==> src/rtl/flag_alu_pkg.sv <==
package flag_alu_pkg;
  localparam int OPC_W = 6;
  localparam int SEL_W = 4;

  typedef enum logic [3:0] {
    K_NONE, K_AND, K_OR, K_XOR, K_TEST, K_CMP,
    K_ADD, K_ADDC, K_SUB, K_SUBC, K_SHL, K_SHR
  } alu_kind_e;
endpackage

==> src/rtl/flag_alu_decode.sv <==
module flag_alu_decode
  import flag_alu_pkg::*;
(
  input  logic [OPC_W-1:0] opcode_i,
  input  logic [SEL_W-1:0] sel_i,
  output alu_kind_e        kind_o,
  output logic             writes_o
);
  alu_kind_e shift_kind;

  always_comb begin
    unique case (sel_i)
      4'b0000, 4'b0010, 4'b0100, 4'b0110, 4'b0111: shift_kind = K_SHL;
      4'b1000, 4'b1010, 4'b1100, 4'b1110, 4'b1111: shift_kind = K_SHR;
      default:                                     shift_kind = K_NONE;
    endcase
  end

  // bit 0 only picks the B source upstream
  always_comb begin
    case (opcode_i[OPC_W-1:1])
      5'b00101: kind_o = K_AND;
      5'b00110: kind_o = K_OR;
      5'b00111: kind_o = K_XOR;
      5'b01001: kind_o = K_TEST;
      5'b01010: kind_o = K_CMP;
      5'b01100: kind_o = K_ADD;
      5'b01101: kind_o = K_ADDC;
      5'b01110: kind_o = K_SUB;
      5'b01111: kind_o = K_SUBC;
      5'b10000: kind_o = opcode_i[0] ? K_NONE : shift_kind;
      default:  kind_o = K_NONE;
    endcase
  end

  assign writes_o = !(kind_o inside {K_NONE, K_TEST, K_CMP});
endmodule

==> src/rtl/flag_alu_arith.sv <==
module flag_alu_arith
  import flag_alu_pkg::*;
#(
  parameter int DW = 8
) (
  input  alu_kind_e     kind_i,
  input  logic [DW-1:0] a_i,
  input  logic [DW-1:0] b_i,
  input  logic          c_i,
  input  logic          z_i,
  output logic [DW-1:0] res_o,
  output logic          c_o,
  output logic          z_o
);
  logic          use_c;
  logic          chain;
  logic [DW:0]   sum;
  logic [DW:0]   dif;
  logic [DW-1:0] conj;

  assign use_c = (kind_i == K_ADDC) || (kind_i == K_SUBC);
  assign chain = use_c;
  assign sum   = {1'b0, a_i} + {1'b0, b_i} + (DW+1)'(use_c & c_i);
  assign dif   = {1'b0, a_i} - {1'b0, b_i} - (DW+1)'(use_c & c_i);
  assign conj  = a_i & b_i;

  always_comb begin
    res_o = '0;
    c_o   = 1'b0;
    unique case (kind_i)
      K_AND:          res_o = conj;
      K_OR:           res_o = a_i | b_i;
      K_XOR:          res_o = a_i ^ b_i;
      K_TEST: begin
        res_o = conj;
        c_o   = ^conj;
      end
      K_ADD, K_ADDC: begin
        res_o = sum[DW-1:0];
        c_o   = sum[DW];
      end
      K_CMP, K_SUB, K_SUBC: begin
        res_o = dif[DW-1:0];
        c_o   = dif[DW];
      end
      default: ;
    endcase
  end

  assign z_o = (res_o == '0) && (!chain || z_i);
endmodule

==> src/rtl/flag_alu_shift.sv <==
module flag_alu_shift
  import flag_alu_pkg::*;
#(
  parameter int DW = 8
) (
  input  logic             right_i,
  input  logic [SEL_W-1:0] sel_i,
  input  logic [DW-1:0]    a_i,
  input  logic             c_i,
  output logic [DW-1:0]    res_o,
  output logic             c_o
);
  logic fill;

  // same fill code for both directions on sel[2:0]
  always_comb begin
    case (sel_i[2:0])
      3'b000:  fill = c_i;
      3'b010:  fill = a_i[DW-1];
      3'b100:  fill = a_i[0];
      3'b111:  fill = 1'b1;
      default: fill = 1'b0;
    endcase
  end

  always_comb begin
    if (right_i) begin
      res_o = {fill, a_i[DW-1:1]};
      c_o   = a_i[0];
    end else begin
      res_o = {a_i[DW-2:0], fill};
      c_o   = a_i[DW-1];
    end
  end
endmodule

==> src/rtl/flag_alu_flags.sv <==
module flag_alu_flags (
  input  logic clk_i,
  input  logic rst_ni,
  input  logic upd_i,
  input  logic c_i,
  input  logic z_i,
  output logic c_o,
  output logic z_o
);
  always_ff @(posedge clk_i or negedge rst_ni) begin
    if (!rst_ni) begin
      c_o <= 1'b0;
      z_o <= 1'b0;
    end else if (upd_i) begin
      c_o <= c_i;
      z_o <= z_i;
    end
  end
endmodule

==> src/rtl/flag_alu.sv <==
module flag_alu
  import flag_alu_pkg::*;
#(
  parameter int DW = 8
) (
  input  logic             clk_i,
  input  logic             rst_ni,
  input  logic             exec_i,
  input  logic [OPC_W-1:0] opcode_i,
  input  logic [SEL_W-1:0] shift_sel_i,
  input  logic [DW-1:0]    op_a_i,
  input  logic [DW-1:0]    op_b_i,
  output logic [DW-1:0]    result_o,
  output logic             wr_en_o,
  output logic             carry_o,
  output logic             zero_o
);
  alu_kind_e     kind;
  logic          writes;
  logic          is_shift;
  logic [DW-1:0] ar_res, sh_res;
  logic          ar_c, ar_z, sh_c;
  logic          c_nxt, z_nxt;

  flag_alu_decode i_decode (
    .opcode_i (opcode_i),
    .sel_i    (shift_sel_i),
    .kind_o   (kind),
    .writes_o (writes)
  );

  flag_alu_arith #(.DW(DW)) i_arith (
    .kind_i (kind),
    .a_i    (op_a_i),
    .b_i    (op_b_i),
    .c_i    (carry_o),
    .z_i    (zero_o),
    .res_o  (ar_res),
    .c_o    (ar_c),
    .z_o    (ar_z)
  );

  flag_alu_shift #(.DW(DW)) i_shift (
    .right_i (kind == K_SHR),
    .sel_i   (shift_sel_i),
    .a_i     (op_a_i),
    .c_i     (carry_o),
    .res_o   (sh_res),
    .c_o     (sh_c)
  );

  assign is_shift = (kind == K_SHL) || (kind == K_SHR);
  assign result_o = is_shift ? sh_res : ar_res;
  assign c_nxt    = is_shift ? sh_c : ar_c;
  assign z_nxt    = is_shift ? (sh_res == '0) : ar_z;
  assign wr_en_o  = exec_i && writes;

  flag_alu_flags i_flags (
    .clk_i  (clk_i),
    .rst_ni (rst_ni),
    .upd_i  (exec_i && (kind != K_NONE)),
    .c_i    (c_nxt),
    .z_i    (z_nxt),
    .c_o    (carry_o),
    .z_o    (zero_o)
  );
endmodule

==> config.mk <==
export PLATFORM = sky130hd
export DESIGN_NAME = flag_alu
export DESIGN_NICKNAME = d
export VERILOG_FILES = /design/src/rtl/flag_alu_pkg.sv /design/src/rtl/flag_alu_decode.sv /design/src/rtl/flag_alu_arith.sv /design/src/rtl/flag_alu_shift.sv /design/src/rtl/flag_alu_flags.sv /design/src/rtl/flag_alu.sv
export SDC_FILE = /design/constraint.sdc
export NUM_CORES = 1
export LEC_CHECK = 0
export ABC_CLOCK_PERIOD_IN_PS = 3500
export BUFFER_PORTS_ARGS = -buffer_cell sky130_fd_sc_hd__buf_2
export CORE_ASPECT_RATIO = 1.5
export CORE_MARGIN = 1
export CORE_UTILIZATION = 50
export DETAILED_ROUTE_END_ITERATION = 6
export GPL_ROUTABILITY_DRIVEN = 0
export PLACE_DENSITY = 0.81
export RECOVER_POWER = 100
export SLEW_MARGIN = 0
export SYNTH_ARGS = -nofsm -noshare
export SYNTH_HDL_FRONTEND = slang
export SYNTH_SLANG_ARGS = --single-unit
==> constraint.sdc <==
create_clock -name clk_i -period 3.5 [get_ports clk_i]
set_input_delay 0.35 -clock clk_i [delete_from_list [all_inputs] [get_ports clk_i]]
set_output_delay 0.35 -clock clk_i [all_outputs]
set_load 0.03 [all_outputs]
==> results.md, run 1 <==
* Routed via count at 2,512
* Design Power at 602 µW
* CP Capture Type: primary output
* First-pass GRT wire length at 10,400 µm
* Multi-input gate area in the final layout at 1780 µm²
* Area of the mapped netlist at 1840 µm²
* Combinational Power Share at 79.2%
* Net Sw Frac at 47.1%
* Syn Inst Count at 246
* Min Hold Slack at 0.474 ns
* Pwr per Cell Area at 223 nW/µm²
* DRT Pass-1 Iters at 7
* Final Max Tran Viols at 0
* RSZ-0062 raised after global routing: true
* Setup ws final at -0.380 ns
* Port bufs at 39
* TritonCTS Buffers at 3
* Number of I/O pins at 40
* Slew @ Worst Pin at 0.815 ns
* Critical path's largest stage delay at 0.58 ns
* Crit path arrival time at 3.53 ns
* Initial Utilization at 53.2%
* Final standard cell area without fillers at 2700 µm²
* WS Path Type: in2out
* Crit path buf inv count at 7
* Worst min-delay path class: in2async
* Antenna diodes at 0
* Die ar. at 3920 µm²
* Num rows at 26
* Max Fclk at 258 MHz
* FF+latch count, synth at 2
* Grt total ovfl at 0
* Syn avg cell area at 7.46 µm²
* Clk slew on worst S/H paths at 0.03 ns
* Leading cell type in the layout, fill and taps excluded: buf_4
* Max-cap violations at 0
* Count of final setup violators at 8
* Tot GR Track Use at 34.5%
* CP max FO at 2
* Startpoint Class: primary input
* Worst-Skew Late Latency at 0.21 ns
* Yosys top cell by area: ha_1
* Syn_nets at 309
* FFs w/ async S/R, synth at 100%
* Slowest CP cell: fa_2
* Fill count at 222
* Post-synth EDFFs at 0
* Cell leakage power at 0.00128 µW
* Maximum vdd drop at 0.288 mV
* Die width at 51.5 µm
* Clock sink count at 2
* R2R Path Start: i_flags.c_o
* Synth top area share at 20.4%
* Crit path required time at 3.15 ns
* Final worst path period share at 111%
* Internal Power at 318 µW
* Outcome: finished, violations left
* Clock Tree Root: clkbuf_8
* CP Cell Sequence: buf_8, buf_4, buf_6, nor4bb_1, a21o_1, a21oi_2, nor3_2, nand2_1, inv_2, fa_2, buf_6, inv_2, ha_4, o21ai_4, nand2_2, nand2_2, a21oi_2, or4b_4, nand4b_1, a21o_4, buf_6
* FF+latch area at 50.0 µm²
* Vias per std cell at 6.77
* Largest net degree at the start of global routing at 14
* Delay-heaviest family, CP: simple AND/OR/NAND/NOR gates
* DRC at 0
* Total Neg Setup Slack at -1.86 ns
* Violated checks: negative setup slack
* Most frequent cells in the layout: 52 x buf_4, 27 x inv_1, 27 x ha_1, 27 x buf_2, 19 x nor2_1
* Min Clock Period, post-route at 3.88 ns
* Synth warn at 0
* Switch Pwr at 284 µW
* Critical path origin: opcode_i[2]
* Detailed-placement wirelength estimate at 4620 µm
* Max H-tree Level at 1
* CTS tree: done
* Endpoints failing hold at 0
* Reg power frac at 5.5%
* Area of the core at 3450 µm²
* Die Height at 76.2 µm
* Placed Area at 2250 µm²
* Worst path most repeated cell: buf_6
* Most used DFF post-synth: dfrtp_1
* Synth top area cells: ha_1 20%, inv_1 5.9%, xnor2_1 5.2%
* WL per Instance at 21.3 µm
* Layout cells sized above 1 at 39.5%
* NumNets Final at 394
* Area Growth Syn to Fin at 47.0%
* Vias in the first global route at 2,337
* Antenna viol nets, final at 0
* Final wirelength at 7890 µm
* Skew final at 0.00000409 ns
* Post-synth cell types at 59
* Rel. slew slack at 44.9%
* Drt initial violations at 212
* CTS max path bufs at 2
* Register area share after synthesis at 2.73%
* Clock power frac at 15.2%
* Initial antenna violation count at 0
-- through the flow --
| step | cells | setup slack [ns] | util, % |
|---|---|---|---|
| 2_1_floorplan | 246 | -0.249 | - |
| 3_5_place_dp | 341 | -0.393 | 65.3 |
| 6_report | 371 | -0.380 | 78.2 |
| 4_1_cts | 362 | -0.151 | 73.9 |
| 5_1_grt | 371 | -0.458 | 78.2 |
| 3_3_place_gp | 341 | -0.312 | 65.3 |
-- layer usage --
| metal | share of wire, % | wire length (µm) | GRT usage [%] | vias to the layer above |
|---|---|---|---|---|
| met4 | 7.2 | 571 | 24.3 | 0 |
| met2 | 49 | 3850 | 59.1 | 228 |
| met3 | 10 | 815 | 5.19 | 79 |
| met5 | 0 | 0 | 0 | - |
| li1 | - | - | - | 1063 |
| met1 | 34 | 2660 | 36.5 | 1142 |
-- power by group through the flow --
stage	Combinational [µW]	Clock, µW	Sequential (µW)
5_1_grt	499	96.8	33.7
4_1_cts	409	92.3	33.4
3_5_place_dp	359	0	33.7
2_1_floorplan	236	0	40.7
6_report	477	91.6	33.4
3_3_place_gp	352	0	33.0
-- area by class of cell --
type / count / share of cell area (%)
Clock buffer: 3 / 1.53
Tap cell: 42 / 1.95
Multi-Input combinational cell: 203 / 65.9
Timing Repair Buffer: 92 / 24.7
Sequential cell: 2 / 1.86
Inverter: 29 / 4.04
-- worst reg2reg max path, stage by stage (launching register included) --
cell and delay [ns]:
dfrtp_1 0.42, nand2_1 0.12, inv_2 0.05, fa_2 0.58
buf_6 0.12, inv_2 0.05, ha_4 0.17, o21ai_4 0.15
nand2_2 0.09, nand2_2 0.08, a21oi_2 0.07, buf_4 0.15
nand4b_1 0.08, nand4b_1 0.16, buf_4 0.18, buf_4 0.13
buf_4 0.13, buf_4 0.12, buf_4 0.12, o31ai_2 0.25
-- logic make-up (layout without fill, tap and decap cells) --
| kind of cell | after synthesis | after routing | synth area share, % |
|---|---|---|---|
| muxes | 7 | 7 | 3.82 |
| DFF | 2 | 2 | 2.73 |
| and+or+nand+nor | 71 | 71 | 22.7 |
| AOI/OAI and AO/OA | 75 | 75 | 28.1 |
| adders and majority gates | 34 | 34 | 24.8 |
| xor gates and xnor gates | 16 | 16 | 7.63 |
| buffers and inverters | 41 | 124 | 10.2 |
-- synthesized netlist by cell type, drive strengths merged (3+ instances only) --
| library cell | count |
|---|---|
| o21a | 5 |
| o2bb2ai | 3 |
| nor3 | 9 |
| and3 | 3 |
| fa | 4 |
| o31ai | 3 |
| o21ai | 15 |
| a31oi | 3 |
| clkbuf | 5 |
| a221oi | 3 |
| o221ai | 3 |
| a211oi | 4 |
| a21oi | 17 |
| nor4 | 6 |
| nor2 | 19 |
| xnor2 | 11 |
| a21o | 3 |
| mux2i | 7 |
| nand2 | 12 |
| a22o | 3 |
| nand3 | 3 |
| inv | 29 |
| xor2 | 5 |
| ha | 30 |
| buf | 7 |
| nor2b | 3 |
-- final timing paths --
path / slack, ns / depth (start not counted) / endpoint
worst max-delay path: -0.38 / 21 / result_o[7]
worst min-delay path: 0.47 / 2 / i_flags.c_o
worst max register to register: 0.19 / 19 / i_flags.z_o
worst min register to register: 0.61 / 1 / i_flags.c_o
max in group asynchronous: 2.89 / 2 / i_flags.z_o
min in group clk_i: 0.58 / 3 / i_flags.c_o
-- registers in the layout, summed over array words and instances (netlist names) --
name and flops:
i_flags.z_o 1, i_flags.c_o 1
-- repair_timing --
action	CTS	global route
setup endpoints to repair	9	9
endpoints found under the hold margin	2	0
resized for setup	33	22
pin swaps	19	18
setup buffers	17	9
hold buffers	1	0
Note: power is estimated with default switching activity, not from simulation.
==> run 2, diff against run 1 <==
--- a/config.mk
+++ b/config.mk
@@ -5,9 +5,10 @@
 export SDC_FILE = /design/constraint.sdc
 export NUM_CORES = 1
 export LEC_CHECK = 0
+export ABC_AREA = 1
 export ABC_CLOCK_PERIOD_IN_PS = 3500
 export BUFFER_PORTS_ARGS = -buffer_cell sky130_fd_sc_hd__buf_2
-export CORE_ASPECT_RATIO = 1.5
+export CORE_ASPECT_RATIO = 0.6
 export CORE_MARGIN = 1
 export CORE_UTILIZATION = 50
 export DETAILED_ROUTE_END_ITERATION = 6
==> results.md, run 2 <==
* Syn avg cell area at 5.63 µm²
* CTS tree: done
* Hold buffers post-CTS at 1
* CP max FO at 6
* DRC at 0
* Number of I/O pins at 40
* Final wirelength at 6220 µm
* FFs w/ async S/R, synth at 100%
* Drt initial violations at 388
* Most common cell in the netlist: nand2_1
* Min-delay src: exec_i
* Post-synth cell types at 34
* Design Power at 465 µW
* Leading cell type in the layout, fill and taps excluded: nand2_1
* Final Max Tran Viols at 0
* First-pass GRT wire length at 9340 µm
* Clock power frac at 20.1%
* Min Hold Slack at 0.433 ns
* TritonCTS Buffers at 3
* Register area share after synthesis at 2.58%
* RSZ-0062 raised after global routing: false
* Tot GR Track Use at 30.6%
* Syn_nets at 408
* Largest net degree at the start of global routing at 14
* Post-synth EDFFs at 0
* Routed via count at 2,414
* Synth warn at 0
* Worst-Skew Late Latency at 0.22 ns
* Port bufs at 39
* Vias per std cell at 5.59
* Detailed-placement wirelength estimate at 5100 µm
* Crit path arrival time at 2.86 ns
* Hold path endpoint: i_flags.z_o
* Clk slew on worst S/H paths at 0.03 ns
* Initial Utilization at 52.5%
* FF+latch count, synth at 2
* Most frequent cells in the layout: 98 x nand2_1, 57 x inv_1, 31 x nand3_1
* Setup bufs post-CTS at 0
* Max H-tree Level at 1
* NumNets Final at 450
* Initial antenna violation count at 0
* Grt total ovfl at 0
* Total Neg Setup Slack at 0 ns
* Count of final setup violators at 0
* Startpoint Class: primary input
* Synth top area cells: ha_1 19%, nand2_1 19%, inv_1 11%
* Reg power frac at 7.3%
* Yosys top cell by area: ha_1
* Die Height at 50.3 µm
* CTS max path bufs at 2
* Layout cells sized above 1 at 12.7%
* CP Capture Type: primary output
* Maximum vdd drop at 0.180 mV
* Num rows at 17
* Antenna diodes at 0
* Skew final at 0.00581 ns
* Area Growth Syn to Fin at 13.3%
* Largest regs: i_flags.c_o x1, i_flags.z_o x1
* Slew @ Worst Pin at 0.814 ns
* Cell leakage power at 0.00126 µW
* Synth top area share at 19.3%
* R2r worst-path depth at 15
* DRT Pass-1 Iters at 5
* Syn Inst Count at 345
* Endpoints failing hold at 0
* Die width at 82.5 µm
* Area of the core at 3700 µm²
* Min Clock Period, post-route at 3.21 ns
* Worst min-delay path class: in2reg
* Reg-to-reg endpoint: i_flags.z_o
* Clock Tree Root: clkbuf_8
* Top cells by count, synth: 98 x nand2_1, 57 x inv_1, 30 x ha_1, 30 x nand3_1, 28 x nor2_1
* R2R Path Start: i_flags.c_o
* Net Sw Frac at 53.5%
* Outcome: completed
* Internal Power at 216 µW
* Switch Pwr at 248 µW
* Max Fclk at 311 MHz
* Pwr per Cell Area at 211 nW/µm²
* Rel. slew slack at 45.6%
* Vias in the first global route at 1,962
* Die ar. at 4150 µm²
* Setup slack, reg-to-reg at 0.88 ns
* Clock sink count at 2
* Most used DFF post-synth: dfrtp_1
* Crit path required time at 3.15 ns
* Antenna viol nets, final at 0
* Max-cap violations at 0
* Area of the mapped netlist at 1940 µm²
* WL per Instance at 14.4 µm
* Combinational Power Share at 72.6%
* WS Path Type: in2out
* Cts repair resizes at 0
* Worst Hold Path Cells at 3
* Final worst path period share at 91.7%
==> run 2: cell count changes after synthesis, sizes merged, moves of 5 or more <==
cell   before  now
nand4       2    7
buf         7    2
o21ai      15   21
nand2      12  102
nor2       19   31
nor4        6    0
inv        29   63
mux2i       7    0
nand3       3   31
==> run 2: logic make-up (layout without fill, tap and decap cells) <==
group                      Yosys count  count (layout)  synth area share [%]
DFF                                  2               2                  2.58
xor gates and xnor gates             9               9                  4.06
AOI/OAI and AO/OA                   47              47                  14.2
buffers and inverters               66             106                  13.3
adders and majority gates           34              34                  23.5
and+or+nand+nor                    187             187                  42.4
==> run 2: layer usage <==
metal | share of wire [%] | GRT usage [%]
met1 | 46 | 45.4
met2 | 38 | 41.5
met3 | 15 | 11.8
met4 | 1.4 | 4.39
met5 | 0 | 0
==> run 2: critical path: stages <==
cell	delay (ns)
buf_2	0.14
inv_1	0.08
nand3_1	0.14
inv_2	0.06
nand3_1	0.11
inv_1	0.07
fa_1	0.52
inv_1	0.05
ha_1	0.17
nor2_1	0.12
nand3b_1	0.14
nand2_1	0.07
nand2_1	0.06
nand3_1	0.14
nand2_1	0.11
nor2_1	0.07
o21ai_0	0.10
clkbuf_1	0.36
==> run 2: layout make-up <==
type / instances / area [µm²]
tap: 47 / 58.8
timing repair buffer: 40 / 193
multi-input combinational: 277 / 1620
clock buffer: 3 / 41.3
sequential: 2 / 50.0
fill: 387 / 1500
inverter: 63 / 236
==> run 2: worst max-delay path by stage <==
stage | start | end | slack, ns | depth (start not counted)
CTS | opcode_i[5] | result_o[7] | 0.41 | 18
finish | opcode_i[5] | result_o[5] | 0.29 | 18
global route | opcode_i[5] | result_o[7] | 0.08 | 18
detailed placement | opcode_i[5] | result_o[7] | 0.41 | 18
floorplan | i_flags.c_o | result_o[6] | 0.76 | 10
global placement | opcode_i[5] | result_o[7] | 0.52 | 18
==> run 2: per-stage QoR <==
stage / cells / setup WS, ns / utilization, % / area [µm²]
6_report: 432 / 0.289 / 59.5 / 2200
5_1_grt: 432 / 0.0792 / 59.5 / 2200
4_1_cts: 432 / 0.406 / 60.1 / 2220
3_5_place_dp: 428 / 0.413 / 58.7 / 2170
3_3_place_gp: 428 / 0.523 / 58.7 / 2170
2_1_floorplan: 345 / 0.758 / - / 1940
==> run 2: power by group through the flow <==
stage                     registers [µW]  logic (µW)  clock network [µW]
after CTS                           33.6         334                95.4
after floorplan                     43.8         226                   0
final                               34.1         337                93.3
after global placement              33.9         324                   0
after global routing                34.3         368                96.7
after detailed placement            33.7         331                   0
